$ cat config.mk
export PLATFORM = sky130hd
export DESIGN_NAME = col_token_readout
export DESIGN_NICKNAME = d
export VERILOG_FILES = /design/src/rtl/col_pkg.sv /design/src/rtl/sp_hit_store.sv /design/src/rtl/sp_packer.sv /design/src/rtl/col_token_readout.sv
export SDC_FILE = /design/constraint.sdc
export NUM_CORES = 2
export LEC_CHECK = 0
export ABC_AREA = 1
export BUFFER_PORTS_ARGS = -buffer_cell sky130_fd_sc_hd__buf_2
export CAP_MARGIN = 30
export CORE_MARGIN = 8
export CORE_UTILIZATION = 44
export DETAILED_ROUTE_END_ITERATION = 12
export PLACE_DENSITY = 0.69
export SLEW_MARGIN = 20
export SYNTH_ARGS = -nofsm -noshare
export SYNTH_HDL_FRONTEND = slang
export SYNTH_SLANG_ARGS = --single-unit
$ cat constraint.sdc
create_clock -name clk -period 6.4 [get_ports clk]
set_clock_uncertainty 0.2 [all_clocks]
set_input_delay 1.28 -clock clk [delete_from_list [all_inputs] [get_ports clk]]
set_output_delay 1.28 -clock clk [all_outputs]
set_load 0.02 [all_outputs]
$ cat src/rtl/col_pkg.sv
package col_pkg;
    localparam int PIX_PER_SP = 16;
    localparam int TOT_W      = 4;
    localparam int BUS_W      = 8;
    localparam int PIX_IDX_W  = $clog2(PIX_PER_SP);
    localparam int SP_TOT_W   = PIX_PER_SP * TOT_W;

    typedef enum logic [2:0] {
        ST_IDLE,
        ST_HDR,
        ST_MAP_HI,
        ST_MAP_LO,
        ST_TOT
    } pk_state_e;
endpackage

$ cat src/rtl/sp_hit_store.sv
module sp_hit_store
    import col_pkg::*;
(
    input  logic                  clk,
    input  logic                  rst_n,
    input  logic [PIX_PER_SP-1:0] hit_i,
    input  logic [SP_TOT_W-1:0]   tot_i,
    input  logic                  take_i,
    output logic [PIX_PER_SP-1:0] mask_o,
    output logic [SP_TOT_W-1:0]   tot_o
);
    typedef struct packed {
        logic [PIX_PER_SP-1:0] mask;
        logic [SP_TOT_W-1:0]   tot;
    } store_t;

    store_t st_d, st_q;

    always_comb begin
        st_d = st_q;
        if (take_i) st_d.mask = '0;
        for (int i = 0; i < PIX_PER_SP; i++) begin
            if (hit_i[i] && !st_d.mask[i]) begin
                st_d.mask[i] = 1'b1;
                st_d.tot[i*TOT_W +: TOT_W] = tot_i[i*TOT_W +: TOT_W];
            end
        end
    end

    always_ff @(posedge clk) begin
        if (!rst_n) st_q <= '0;
        else        st_q <= st_d;
    end

    assign mask_o = st_q.mask;
    assign tot_o  = st_q.tot;
endmodule

$ cat src/rtl/sp_packer.sv
module sp_packer
    import col_pkg::*;
#(
    parameter int SP_ADDR = 0
) (
    input  logic                  clk,
    input  logic                  rst_n,
    input  logic                  tok_i,
    input  logic [PIX_PER_SP-1:0] mask_i,
    input  logic [SP_TOT_W-1:0]   tot_i,
    output logic                  take_o,
    output logic                  tok_o,
    output logic                  drv_o,
    output logic [BUS_W-1:0]      byte_o
);
    localparam logic [BUS_W-1:0] HDR_BYTE = BUS_W'(SP_ADDR);

    typedef struct packed {
        pk_state_e             state;
        logic [PIX_PER_SP-1:0] shmask;
        logic [PIX_PER_SP-1:0] rem;
        logic [SP_TOT_W-1:0]   shtot;
    } pk_t;

    pk_t pk_d, pk_q;
    logic [PIX_IDX_W-1:0] idx0, idx1;
    logic f0, f1, f2;

    always_comb begin
        f0 = 1'b0; f1 = 1'b0; f2 = 1'b0;
        idx0 = '0; idx1 = '0;
        for (int i = 0; i < PIX_PER_SP; i++) begin
            if (pk_q.rem[i]) begin
                if (!f0) begin
                    f0 = 1'b1; idx0 = i[PIX_IDX_W-1:0];
                end else if (!f1) begin
                    f1 = 1'b1; idx1 = i[PIX_IDX_W-1:0];
                end else begin
                    f2 = 1'b1;
                end
            end
        end

        take_o = (pk_q.state == ST_IDLE) && tok_i && (mask_i != '0);
        tok_o  = ((pk_q.state == ST_IDLE) && tok_i && (mask_i == '0)) ||
                 ((pk_q.state == ST_TOT) && !f2);
        drv_o  = (pk_q.state != ST_IDLE);

        unique case (pk_q.state)
            ST_HDR:    byte_o = HDR_BYTE;
            ST_MAP_HI: byte_o = pk_q.shmask[15:8];
            ST_MAP_LO: byte_o = pk_q.shmask[7:0];
            ST_TOT:    byte_o = {pk_q.shtot[idx0*TOT_W +: TOT_W],
                                 f1 ? pk_q.shtot[idx1*TOT_W +: TOT_W] : {TOT_W{1'b0}}};
            default:   byte_o = '0;
        endcase

        pk_d = pk_q;
        unique case (pk_q.state)
            ST_IDLE: if (take_o) begin
                pk_d.state  = ST_HDR;
                pk_d.shmask = mask_i;
                pk_d.rem    = mask_i;
                pk_d.shtot  = tot_i;
            end
            ST_HDR:    pk_d.state = ST_MAP_HI;
            ST_MAP_HI: pk_d.state = ST_MAP_LO;
            ST_MAP_LO: pk_d.state = ST_TOT;
            ST_TOT: begin
                pk_d.rem[idx0] = 1'b0;
                if (f1) pk_d.rem[idx1] = 1'b0;
                if (!f2) pk_d.state = ST_IDLE;
            end
            default: pk_d.state = ST_IDLE;
        endcase
    end

    always_ff @(posedge clk) begin
        if (!rst_n) pk_q <= '0;
        else        pk_q <= pk_d;
    end
endmodule

$ cat src/rtl/col_token_readout.sv
module col_token_readout
    import col_pkg::*;
#(
    parameter int N_SP = 4
) (
    input  logic                       clk,
    input  logic                       rst_n,
    input  logic                       col_start,
    input  logic [N_SP*PIX_PER_SP-1:0] pix_hit,
    input  logic [N_SP*SP_TOT_W-1:0]   pix_tot,
    output logic [BUS_W-1:0]           bus_data,
    output logic                       bus_valid,
    output logic                       col_end
);
    logic [N_SP:0]         tok_vec;
    logic [N_SP-1:0]       drv_vec;
    logic [N_SP-1:0]       take_vec;
    logic [N_SP*BUS_W-1:0] byte_vec;

    assign tok_vec[0] = col_start;

    for (genvar s = 0; s < N_SP; s++) begin : g_sp
        logic [PIX_PER_SP-1:0] mask;
        logic [SP_TOT_W-1:0]   tot;

        sp_hit_store u_store (
            .clk    (clk),
            .rst_n  (rst_n),
            .hit_i  (pix_hit[s*PIX_PER_SP +: PIX_PER_SP]),
            .tot_i  (pix_tot[s*SP_TOT_W +: SP_TOT_W]),
            .take_i (take_vec[s]),
            .mask_o (mask),
            .tot_o  (tot)
        );

        sp_packer #(.SP_ADDR(s)) u_pack (
            .clk    (clk),
            .rst_n  (rst_n),
            .tok_i  (tok_vec[s]),
            .mask_i (mask),
            .tot_i  (tot),
            .take_o (take_vec[s]),
            .tok_o  (tok_vec[s+1]),
            .drv_o  (drv_vec[s]),
            .byte_o (byte_vec[s*BUS_W +: BUS_W])
        );
    end

    always_comb begin
        bus_data = '0;
        for (int s = 0; s < N_SP; s++) begin
            if (drv_vec[s]) bus_data = bus_data | byte_vec[s*BUS_W +: BUS_W];
        end
    end

    assign bus_valid = |drv_vec;
    assign col_end   = tok_vec[N_SP];
endmodule

==> flow_metrics.env <==
export IMPL_status="finished, final reports clean"
export IMPL_yosysSeqAreaShare_pct=40.3
export IMPL_coreArea_sq_um=80300
export IMPL_io_pins=333
export IMPL_r2r_start="g_sp[0].u_pack.pk_q[64]"
export IMPL_drcViolationCount=0
export IMPL_syn_inst=5494
export IMPL_worstSetupStartpointType="flip-flop"
export IMPL_synth_xor_area_share_pct=0
export IMPL_vias_per_cell=5.28
export IMPL_clockBufferDepth=3
export IMPL_synth_compound_area_share_pct=19.2
export IMPL_critical_path_slowest_cell="dfxtp_1"
export IMPL_rsz0062_at_grt="true"
export IMPL_grt_max_degree=218
export IMPL_cp_required_ns=4.92
export IMPL_die_area_sq_um=90300
export IMPL_globalRouteOverflowTotal=0
export IMPL_final_common_cell="nand2_1"
export IMPL_muxShareOfSynthArea_pct=0
export IMPL_holdPathStages=2
export IMPL_post_place_cells=6698
export IMPL_slew_headroom_pct=34.3
export IMPL_fin_cells=6853
export IMPL_crit_path_max_incr_delay_ns=0.35
export IMPL_synth_warning_count=0
export IMPL_finalWorstSetupSlack_ns=0.252
export IMPL_synth_cell_types=52
export IMPL_ant_nets=0
export IMPL_drive_gt1_share_pct=11.9
export IMPL_clk_pin_slew_ns=0.06
export IMPL_setup_viol_count_final=0
export IMPL_synthAdderAreaFrac_pct=0.633
export IMPL_finalHoldViolations=0
export IMPL_drv_cap=0
export IMPL_ys_ff_latch=716
export IMPL_peakVddDrop_mv=0.261
export IMPL_hold_end="g_sp[3].u_pack.pk_q[81]"
export IMPL_r2r_end="g_sp[1].u_pack.pk_q[67]"
export IMPL_grt_first_pass_wirelength_mm=179
export IMPL_cts_sink_count=716
export IMPL_layout_common_cells="1319 x nand2_1, 725 x nor2_1, 716 x dfxtp_1"
export IMPL_p_per_area_nw_per_um2=274
export IMPL_async_flop_share_pct=0
export IMPL_first_pass_iters=6
export IMPL_gp_congestion=0.993
export IMPL_rrSetupSlack_ns=1.33
export IMPL_cp_end_kind="output port"
export IMPL_power_leakage_nw=19.0
export IMPL_hold_start="g_sp[3].u_pack.pk_q[81]"
export IMPL_min_path_type="reg -> reg"
export IMPL_synth_top_family_by_area="simple AND/OR/NAND/NOR gates"
export IMPL_vias=36201
export IMPL_utilization_pct=51.4
export IMPL_cts_tree="yes"
export IMPL_pre_cts_slack_ns=0.258
export IMPL_area_growth_pct=15.9
export IMPL_die_w_um=300
export IMPL_cp_arrival_ns=4.67
export IMPL_syn_nets=5835
export IMPL_grt_pass1_vias=33426
export IMPL_max_freq_mhz=163
export IMPL_tns_ns=0
export IMPL_syn_area_sq_um=35600
export IMPL_gr_usage_all_layers_pct=24.2
export IMPL_fin_crit_sh_pct=96.1
export IMPL_synth_avg_cell_area_sq_um=6.48
export IMPL_synthFlopType="dfxtp_1"
export IMPL_portBuffers=332
export IMPL_fin_crit_ns=6.15
export IMPL_cp_max_fo=33
export IMPL_r2r_cells=24
export IMPL_place_hpwl_mm=85.2
export IMPL_wire_per_inst_um=16.7
export IMPL_synth_edff_count=0
export IMPL_root_buffer="clkbuf_16"
export IMPL_crit_type="reg -> out"
export IMPL_die_height_um=300
export IMPL_first_iter_violations=3323
export IMPL_num_rows=104
export IMPL_ctsHtreeMaxLevel=3
export IMPL_wl_mm=115
export IMPL_nets=6073
export IMPL_slew_viol_final=0
export IMPL_synth_simple_area_share_pct=30.1
export IMPL_clk_latency_ns=0.65
export IMPL_initial_core_util_pct=44.3
export IMPL_antenna_found_initial=3
export IMPL_cts_buffers=79
export IMPL_worstMarginPinSlew_ns=0.986
critical path, delay by kind of cell (launching register included):
family	cells	cell delay, ns
AND/OR/NAND/NOR	21	2.37
buffers and inverters	5	0.72
flip-flops	1	0.35
AO/OA/AOI/OAI	2	0.30
adder cells (fa/ha/maj)	1	0.26
worst max path at each step:
stage | start | end | slack (ns) | cells past startpoint
global placement | g_sp[3].u_pack.pk_q[64] | bus_data[1] | 0.34 | 24
detailed placement | g_sp[3].u_pack.pk_q[64] | bus_data[1] | 0.26 | 24
finish | g_sp[0].u_pack.pk_q[64] | bus_data[3] | 0.25 | 29
global route | g_sp[2].u_pack.pk_q[65] | bus_data[1] | -0.09 | 26
CTS | g_sp[3].u_pack.pk_q[64] | bus_data[0] | 0.01 | 27
floorplan | g_sp[3].u_pack.pk_q[64] | bus_data[0] | 1.65 | 25
sequential cells by signal, indices dropped and copies added, names as in the netlist:
register,flops
g_sp.u_pack.pk_q,396
g_sp.u_store.mask_o,64
g_sp.u_store.tot_o,256
timing repair:
item                       in CTS  in global routing
cloned                          0                  0
setup endpoints to repair       7                  9
resized for setup              24                 71
pin swaps                       2                 10
setup buffers                   5                  7
hold buffers                    0                  0
metrics by stage:
step	power, mW	hold WS, ns	area (sq um)
floorplan	5.99	0.234	35600
global placement	6.54	0.247	38000
detailed placement	6.56	0.254	38100
CTS	11.4	0.263	40900
global route	11.8	0.279	41200
finish	11.3	0.261	41300
where the power goes:
group          internal, mW  leakage [nW]  total [mW]  switching [mW]
Combinational         0.552          11.8        1.65            1.10
Sequential             4.70          5.86        4.85           0.158
Clock                  2.81          1.34        4.79            1.98
Total                  8.06          19.0        11.3            3.24
cells by family (layout without fill, tap and decap cells):
logic type	after synthesis	count (layout)
AOI/OAI and AO/OA	1280	1280
DFF	716	716
other	0	3
buffers and inverters	894	1190
and+or+nand+nor	2586	2586
adders and majority gates	18	18
synthesized netlist by cell type, types with 17 or more instances:
cell	n	share of area, %
clkbuf_1	204	2.2
inv_1	626	6.6
nand2_2	17	0.30
dfxtp_1	716	40
nor4_1	21	0.37
o21ai_0	614	8.6
buf_2	17	0.24
nor2_2	18	0.32
nand2_1	1335	14
nor3_1	30	0.42
a31oi_1	44	0.77
nand4_1	58	1.0
nand2_4	17	0.54
ha_1	18	0.63
a21oi_1	491	6.9
o21ai_1	18	0.25
nor2_1	742	7.8
o2111ai_1	22	0.54
nand3_1	321	4.5
a22o_1	22	0.54
final cells by class:
| type | count | area (sq um) |
|---|---|---|
| Fill cell | 8123 | 39000 |
| Multi-Input combinational cell | 3884 | 18100 |
| Sequential cell | 716 | 14300 |
| Inverter | 649 | 2450 |
| Timing Repair Buffer | 402 | 2310 |
| Clock buffer | 103 | 2230 |
| Tap cell | 1060 | 1330 |
| Clock inverter | 36 | 510 |
| Antenna cell | 3 | 7.51 |
routing by layer:
metal  track usage, %  vias to the layer above  share of wire [%]
li1                 -                    18237                  -
met4             8.08                        0                3.5
met1             32.6                    16553                 44
met3             3.49                      206                6.3
met5                0                        -                  0
met2             39.5                     1205                 46
Note: power is estimated with default switching activity, not from simulation.
